**config.mk**
```make
export PLATFORM = sky130hd
export DESIGN_NAME = trx_mode_seq
export DESIGN_NICKNAME = d
export VERILOG_FILES = /design/src/rtl/trx_mode_pkg.sv /design/src/rtl/trx_mode_decode.sv /design/src/rtl/trx_enable_gate.sv /design/src/rtl/trx_seq_fsm.sv /design/src/rtl/trx_mode_seq.sv
export SDC_FILE = /design/constraint.sdc
export NUM_CORES = 1
export LEC_CHECK = 0
export ABC_AREA = 1
export BUFFER_PORTS_ARGS = -buffer_cell sky130_fd_sc_hd__buf_4
export CAP_MARGIN = 10
export CORE_MARGIN = 2
export CORE_UTILIZATION = 35
export CTS_CLUSTER_SIZE = 8
export DETAILED_ROUTE_END_ITERATION = 8
export MAX_ROUTING_LAYER = met4
export PLACE_DENSITY = 0.55
export SYNTH_ARGS = -nofsm -noshare
export SYNTH_HDL_FRONTEND = slang
export SYNTH_SLANG_ARGS = --single-unit
```
**constraint.sdc**
```tcl
create_clock -name clk -period 4.6 [get_ports clk]
set_clock_uncertainty 0.15 [all_clocks]
set_input_delay 0.92 -clock clk [delete_from_list [all_inputs] [get_ports clk]]
set_output_delay 0.92 -clock clk [all_outputs]
set_load 0.05 [all_outputs]
```
**src/rtl/trx_mode_pkg.sv**
```systemverilog
package trx_mode_pkg;

    localparam int NUM_BLK = 6;
    localparam int GAIN_W  = 4;
    localparam logic [GAIN_W-1:0] GAIN_MAX = '1;

    // bit positions inside the block-enable word
    localparam int BLK_SYNTH = 0;
    localparam int BLK_OSC   = 1;
    localparam int BLK_LO    = 2;
    localparam int BLK_TUNE  = 3;
    localparam int BLK_RX    = 4;
    localparam int BLK_TX    = 5;

    typedef enum logic [1:0] {
        MODE_SHUT = 2'd0,
        MODE_STBY = 2'd1,
        MODE_RX   = 2'd2,
        MODE_TX   = 2'd3
    } mode_e;

    typedef enum logic [2:0] {
        ST_OFF,
        ST_IDLE,
        ST_RX_SETTLE,
        ST_RX_READY,
        ST_TX_CAL,
        ST_TX_RAMP,
        ST_TX_READY
    } seq_state_e;

endpackage

```
**src/rtl/trx_mode_decode.sv**
```systemverilog
module trx_mode_decode
    import trx_mode_pkg::*;
(
    input  logic  shdn_n,
    input  logic  rx_on,
    input  logic  tx_on,
    output mode_e mode_d
);

    always_comb begin
        if (!shdn_n)
            mode_d = MODE_SHUT;
        else if (rx_on && !tx_on)
            mode_d = MODE_RX;
        else if (tx_on && !rx_on)
            mode_d = MODE_TX;
        else
            mode_d = MODE_STBY;   // idle, or both requests raised together
    end

endmodule

```
**src/rtl/trx_enable_gate.sv**
```systemverilog
module trx_enable_gate
    import trx_mode_pkg::*;
(
    input  mode_e              mode,
    input  logic [NUM_BLK-1:0] blk_en,
    output logic [NUM_BLK-1:0] en_out
);

    for (genvar i = 0; i < NUM_BLK; i++) begin : g_bit
        if (i == BLK_RX) begin : g_rx
            assign en_out[i] = blk_en[i] & (mode == MODE_RX);
        end else if (i == BLK_TX) begin : g_tx
            assign en_out[i] = blk_en[i] & (mode == MODE_TX);
        end else begin : g_common
            assign en_out[i] = blk_en[i] & (mode != MODE_SHUT);
        end
    end

endmodule

```
**src/rtl/trx_seq_fsm.sv**
```systemverilog
module trx_seq_fsm
    import trx_mode_pkg::*;
#(
    parameter int RX_SETTLE_CYC = 2500,
    parameter int TX_CAL_CYC    = 550,
    parameter int TX_RAMP_CYC   = 375
) (
    input  logic              clk,
    input  logic              rst_n,
    input  mode_e             mode_d,
    output logic              rx_ready,
    output logic              tx_ready,
    output logic              cal_active,
    output logic [GAIN_W-1:0] gain
);

    localparam int STEP_RAW = TX_RAMP_CYC / int'(GAIN_MAX);
    localparam int STEP_CYC = (STEP_RAW < 1) ? 1 : STEP_RAW;
    localparam int MAX_A    = (RX_SETTLE_CYC > TX_CAL_CYC) ? RX_SETTLE_CYC : TX_CAL_CYC;
    localparam int MAX_CNT  = (MAX_A > STEP_CYC) ? MAX_A : STEP_CYC;
    localparam int CNT_W    = $clog2(MAX_CNT + 1);

    localparam logic [CNT_W-1:0] LAST_RX   = CNT_W'(RX_SETTLE_CYC - 1);
    localparam logic [CNT_W-1:0] LAST_CAL  = CNT_W'(TX_CAL_CYC - 1);
    localparam logic [CNT_W-1:0] LAST_STEP = CNT_W'(STEP_CYC - 1);

    seq_state_e        state_q, state_d;
    logic [CNT_W-1:0]  cnt_q, cnt_d;
    logic [GAIN_W-1:0] gain_q, gain_d;
    logic              in_rx, in_tx;

    assign in_rx = (state_q == ST_RX_SETTLE) || (state_q == ST_RX_READY);
    assign in_tx = (state_q == ST_TX_CAL) || (state_q == ST_TX_RAMP) ||
                   (state_q == ST_TX_READY);

    // state register
    always_ff @(posedge clk or negedge rst_n) begin
        if (!rst_n) begin
            state_q <= ST_OFF;
            cnt_q   <= '0;
            gain_q  <= '0;
        end else begin
            state_q <= state_d;
            cnt_q   <= cnt_d;
            gain_q  <= gain_d;
        end
    end

    // transitions
    always_comb begin
        state_d = state_q;
        cnt_d   = cnt_q + CNT_W'(1);
        gain_d  = gain_q;
        unique case (mode_d)
            MODE_SHUT: begin
                state_d = ST_OFF;
                cnt_d   = '0;
                gain_d  = '0;
            end
            MODE_STBY: begin
                state_d = ST_IDLE;
                cnt_d   = '0;
                gain_d  = '0;
            end
            MODE_RX: begin
                gain_d = '0;
                if (!in_rx) begin
                    state_d = ST_RX_SETTLE;
                    cnt_d   = '0;
                end else if (state_q == ST_RX_READY) begin
                    cnt_d = '0;
                end else if (cnt_q == LAST_RX) begin
                    state_d = ST_RX_READY;
                    cnt_d   = '0;
                end
            end
            MODE_TX: begin
                if (!in_tx) begin
                    state_d = ST_TX_CAL;
                    cnt_d   = '0;
                    gain_d  = '0;
                end else begin
                    unique case (state_q)
                        ST_TX_CAL: begin
                            if (cnt_q == LAST_CAL) begin
                                state_d = ST_TX_RAMP;
                                cnt_d   = '0;
                            end
                        end
                        ST_TX_RAMP: begin
                            if (cnt_q == LAST_STEP) begin
                                cnt_d  = '0;
                                gain_d = gain_q + GAIN_W'(1);
                                if (gain_q == GAIN_MAX - GAIN_W'(1))
                                    state_d = ST_TX_READY;
                            end
                        end
                        default: begin
                            cnt_d = '0;
                        end
                    endcase
                end
            end
        endcase
    end

    // outputs
    always_comb begin
        rx_ready   = (state_q == ST_RX_READY);
        tx_ready   = (state_q == ST_TX_READY);
        cal_active = (state_q == ST_TX_CAL);
        gain       = gain_q;
    end

endmodule

```
**src/rtl/trx_mode_seq.sv**
```systemverilog
module trx_mode_seq
    import trx_mode_pkg::*;
#(
    parameter int RX_SETTLE_CYC = 2500,
    parameter int TX_CAL_CYC    = 550,
    parameter int TX_RAMP_CYC   = 375
) (
    input  logic               clk,
    input  logic               rst_n,
    input  logic               shdn_n,
    input  logic               rx_on,
    input  logic               tx_on,
    input  logic [NUM_BLK-1:0] blk_en,
    output logic [1:0]         mode,
    output logic [NUM_BLK-1:0] en_out,
    output logic               rx_ready,
    output logic               tx_ready,
    output logic               cal_active,
    output logic [GAIN_W-1:0]  pa_gain
);

    mode_e mode_d, mode_q;

    trx_mode_decode u_decode (
        .shdn_n (shdn_n),
        .rx_on  (rx_on),
        .tx_on  (tx_on),
        .mode_d (mode_d)
    );

    always_ff @(posedge clk or negedge rst_n) begin
        if (!rst_n) mode_q <= MODE_SHUT;
        else        mode_q <= mode_d;
    end

    trx_seq_fsm #(
        .RX_SETTLE_CYC (RX_SETTLE_CYC),
        .TX_CAL_CYC    (TX_CAL_CYC),
        .TX_RAMP_CYC   (TX_RAMP_CYC)
    ) u_fsm (
        .clk        (clk),
        .rst_n      (rst_n),
        .mode_d     (mode_d),
        .rx_ready   (rx_ready),
        .tx_ready   (tx_ready),
        .cal_active (cal_active),
        .gain       (pa_gain)
    );

    trx_enable_gate u_gate (
        .mode   (mode_q),
        .blk_en (blk_en),
        .en_out (en_out)
    );

    assign mode = mode_q;

endmodule

```
==> results of run 1 <==
## sequential cells by signal, indices dropped and copies added (netlist names)
signal	cells
u_fsm.cnt_q	12
u_fsm.state_q	3
u_fsm.gain	4
mode	2
## cells by family after synthesis
family	Yosys count	synth area share [%]
DFF	21	37.53
xor gates and xnor gates	9	5.630
adders and majority gates	6	5.362
and+or+nand+nor	97	32.17
AOI/OAI and AO/OA	22	10.72
buffers and inverters	28	8.579
## through the flow
stage	cells	utilization (%)
floorplan	183	-
global placement	254	43.42
detailed placement	254	43.42
CTS	258	44.62
global route	258	44.62
finish	258	44.62
## area by class of cell
class | count | share of cell area (%)
tap | 48 | 3.596
inverter | 26 | 5.843
multi-input combinational | 134 | 45.17
clock buffer | 4 | 2.697
timing repair buffer | 25 | 11.24
sequential | 21 | 31.46
## per-layer routing
metal	global-route usage (%)	wire [um]
met4	2.551	19
met1	17.85	1319
met3	4.333	111
met2	26.11	1509
met5	-	0
## cells in the final DEF, fill, tap and decap left out, types with 2 or more instances in the layout
cell / synthesis / final
nand2_1: 35 / 35
clkbuf_8: 0 / 3
nor2_4: 2 / 2
nand3_1: 18 / 18
a21oi_2: 10 / 10
inv_2: 5 / 5
nor2_1: 26 / 26
inv_1: 21 / 21
ha_1: 6 / 6
buf_4: 0 / 25
o21ai_0: 10 / 10
nor3_1: 2 / 2
nand2_2: 3 / 3
nor2_2: 5 / 5
xor2_1: 7 / 7
dfrtp_1: 21 / 21
xnor2_1: 2 / 2
## worst max-delay path: stages
cell and delay, ns:
buf_4 0.10, and3_1 0.16, buf_4 0.18
## how the worst min path moves through the flow
stage	from	endpoint	slack, ns	cells past startpoint
after global placement	u_fsm.cnt_q[0]	u_fsm.cnt_q[0]	0.32	1
after CTS	u_fsm.cnt_q[0]	u_fsm.cnt_q[0]	0.37	1
after detailed placement	u_fsm.cnt_q[0]	u_fsm.cnt_q[0]	0.35	1
after global routing	rst_n	u_fsm.cnt_q[1]	0.39	1
final	u_fsm.cnt_q[0]	u_fsm.cnt_q[0]	0.35	1
after floorplan	u_fsm.cnt_q[0]	u_fsm.cnt_q[0]	0.30	1
## power breakdown
group | internal, mW | switching (mW) | leakage [nW] | total [mW]
Clock | 0.0617 | 0.0606 | 0.0228 | 0.122
Sequential | 0.188 | 0.00419 | 0.289 | 0.192
Combinational | 0.0208 | 0.0446 | 0.449 | 0.0654
==> run summary, run 1 <==
final worst-path cycle share = 53.15%
sequential fraction of the synthesis area = 37.53%
Worst EP arrival = 1.38 ns
layout cells sized above 1 = 26.19%
outcome = complete, no violations
Syn Area/Cell = 7.651 um2
diode count = 0
nets@finish = 228
Post-DP Area = 1625 um2
starting density of the core = 37.40%
CTS Root Cell = clkbuf_8
drt first pass iters = 4
total power = 379.9 uW
CTS resizes = 0
first-pass GRT wire length = 5119 um
number of synthesized flops with an enable pin = 0
Ports = 26
Peak VDD IR = 0.0002226 V
Final Hold Viols = 0
WP data required = 3.53 ns
DRT iter0 DRCs = 55
CTS tree = done
Worst-Skew Late Latency = 0.26 ns
origin of the worst setup path = blk_en[5]
vias in the first global route = 1154
Worst Hold Slack = 0.3528 ns
CP Capture Type = output pin
# DRC = 0
worst setup path endpoint = en_out[5]
Total GRT Usage = 15.17%
Netlist Area Pre-Place = 1400 um2
Hold WC Path Type = flip-flop to flip-flop
top cells by area, synth = dfrtp_1 38%, nand2_1 9.4%, nor2_1 7.0%
Crit Reg-Reg Endpoint = u_fsm.cnt_q[0]
Worst Path Max Fanout = 1
post-synth top area share = 37.53%
prevailing post-synth register cell = dfrtp_1
asr flop ratio synth = 100.0%
Die H = 67.25 um
Startpoint Class = input port
row cnt = 22
Setup-failing EPs final = 0
antenna violations before repair = 0
most frequent cell after synthesis = nand2_1
slew margin rel. = 72.39%
Setup TNS Final = 0 ns
Antenna Violating Nets Remaining = 0
hold_buf cts = 0
Worst Reg2Reg Path Length in Cells = 9
Lkg Pwr = 0.7599 nW
Tmin final = 2.445 ns
die area = 4522 um2
core area = 3744 um2
RePlAce Congestion = 0.8837
number of synthesis warnings = 0
Final HPWL DP = 2328 um
htree depth = 1
Synth Instances = 183
cell taking the most area after synthesis = dfrtp_1
worst reg2reg startpoint = u_fsm.cnt_q[0]
Die W = 67.25 um
CTS clock-pin slew for the worst setup and hold paths = 0.08 ns
Slew Limit Fails = 0
TritonCTS Buffers = 3
register area = 525.5 um2
total grt overflow = 0
Via Count = 1200
post-CTS setup buffers = 0
critical path class = input port to output pin
CTS max path bufs = 2
PD cells = 227.4 nW/um2
pin count of the biggest net entering global routing = 22
port bufs = 25
Vias/cell = 4.651
Layout area overhead = 19.30%
Netlist cell types = 24
footprint of the multi-input gates = 754.5 um2
Reg2Reg Setup Slack = 2.79 ns
final instance area = 1670 um2
Final WS setup = 2.155 ns
Fmax = 0.4090 GHz
Max Cap Violations = 0
Placement Setup Slack = 2.020 ns
RSZ-0062 raised after global routing = no
FILL cells = 397
Mapped Nets = 200
synth cell count leaders = 35 x nand2_1, 26 x nor2_1, 21 x dfrtp_1, 21 x inv_1, 18 x nand3_1
worst-margin pin slew = 0.4119 ns
final WL = 2959 um
wire per inst = 11.47 um
CTS sink cnt = 21
Yosys reg bits = 21
(Power assumes the default switching activity.)
==> inputs of run 2 (changes only) <==
PLACE_DENSITY = 0.57   (was 0.55)
clock period = 2.15 ns   (was 4.6 ns; I/O delays follow)
==> run summary, run 2 (synthesized netlist as in run 1, its figures left out) <==
Fmax = 0.5264 GHz
Max Cap Violations = 0
outcome = complete, no violations
slew margin rel. = 77.23%
Slew Limit Fails = 0
final worst-path cycle share = 88.36%
antenna violations before repair = 0
starting density of the core = 37.40%
hold depth = 3
CP Capture Type = output pin
row cnt = 22
Antenna Violating Nets Remaining = 0
Die W = 67.25 um
total grt overflow = 0
Tmin final = 1.900 ns
RePlAce Congestion = 0.8126
nets@finish = 230
Final Hold Viols = 0
CTS max path bufs = 2
pin count of the biggest net entering global routing = 22
first-pass GRT wire length = 4968 um
PD cells = 483.1 nW/um2
core area = 3744 um2
RSZ-0062 raised after global routing = no
diode count = 0
# DRC = 0
worst-margin pin slew = 0.3404 ns
worst reg2reg startpoint = u_fsm.cnt_q[0]
total power = 816.1 uW
Via Count = 1181
layout cells sized above 1 = 26.89%
CTS Root Cell = clkbuf_8
Reg with most FFs = u_fsm.cnt_q
Non-Filler Instances = 260
Crit Reg-Reg Endpoint = u_fsm.cnt_q[0]
Total GRT Usage = 14.61%
vias in the first global route = 1160
Worst EP arrival = 1.32 ns
Worst Reg2Reg Path Length in Cells = 9
CTS clock-pin slew for the worst setup and hold paths = 0.08 ns
wire per inst = 10.82 um
Final HPWL DP = 2166 um
die area = 4522 um2
port bufs = 25
FILL cells = 421
Lkg Pwr = 0.7709 nW
WHS Endpoint = mode[1]
Hold WC Path Type = input port to flip-flop
drt first pass iters = 4
most frequent cells in the layout = 35 x nand2_1, 26 x nor2_1, 26 x buf_4
CTS sink cnt = 21
Setup-failing EPs final = 0
family with the most delay on the worst path = flip-flops
CTS tree = done
TritonCTS Buffers = 3
CP cell instances = nor2_2, inv_2, nor2_1, buf_4
Ports = 26
DRT iter0 DRCs = 67
Worst Path Max Fanout = 5
Peak VDD IR = 0.0002940 V
htree depth = 1
WP data required = 1.57 ns
Reg2Reg Setup Slack = 0.30 ns
most common cell after layout, fill and taps aside = nand2_1
Startpoint Class = flip-flop
Placed Cells = 255
final WL = 2813 um
Worst-Skew Late Latency = 0.26 ns
Hold Crit Start = shdn_n
critical path class = flip-flop to output pin
Placement Setup Slack = 0.1949 ns
Largest register FFs = 12
Layout area overhead = 20.64%
Worst Hold Slack = 0.2629 ns
Die H = 67.25 um
Setup TNS Final = 0 ns
Vias/cell = 4.542
CP bufs+invs = 2
crit-path max cell delay = 0.45 ns
Worst path slowest cell = dfrtp_1
Final WS setup = 0.2503 ns
## run 2: cell types whose count changed in the layout (fill, tap and decap cells not counted), sizes merged
| cell | before | now |
|---|---|---|
| buf | 25 | 26 |
| dlygate4sd3 | 0 | 1 |
| clkinv | 0 | 1 |
| clkbuf | 4 | 3 |
## run 2: area by class of cell
type / instances / area, um2 / share of cell area (%)
inverter: 26 / 97.59 / 5.778
multi-input combinational: 134 / 754.5 / 44.67
tap: 48 / 60.06 / 3.556
sequential: 21 / 525.5 / 31.11
timing repair buffer: 27 / 205.2 / 12.15
clock inverter: 1 / 5.005 / 0.2963
clock buffer: 3 / 41.29 / 2.444
## run 2: worst max-delay path by stage
stage,end,startpoint,cells past startpoint
after floorplan,en_out[0],mode[1],2
after global placement,u_fsm.cnt_q[0],rx_on,8
after detailed placement,u_fsm.cnt_q[1],rx_on,8
after CTS,tx_ready,u_fsm.state_q[0],4
after global routing,u_fsm.cnt_q[1],u_fsm.cnt_q[0],9
final,tx_ready,u_fsm.state_q[0],4
## run 2: worst register-to-register path: cells and delay by family, from the launching register on
family | cells | cell delay [ns]
AOI/OAI and AO/OA | 1 | 0.11
DFF | 1 | 0.43
adders and majority gates | 1 | 0.17
buffers and inverters | 1 | 0.13
and+or+nand+nor | 6 | 0.75
## run 2: report_power, final
part	switching, mW	internal, mW	leakage (nW)
sequential	0.00931	0.402	0.289
combinational	0.0952	0.0458	0.457
clock	0.134	0.129	0.0255
## run 2: what timing repair did
action,4_1_cts,5_1_grt
hold endpoints to repair,21,0
endpoints found under the setup margin,0,0
buffers inserted,0,0
hold buffers,1,0
resized for setup,0,0
## run 2: per-stage QoR
step | util (%) | cell area, um2
after floorplan | - | 1400
after global placement | 43.62 | 1633
after detailed placement | 43.62 | 1633
after CTS | 45.12 | 1689
after global routing | 45.12 | 1689
final | 45.12 | 1689
## run 2: layer usage
| metal | wire [um] | GRT usage, % |
|---|---|---|
| met5 | 0 | - |
| met4 | 35 | 3.571 |
| met3 | 86 | 3.667 |
| met2 | 1322 | 22.52 |
| met1 | 1369 | 19.24 |
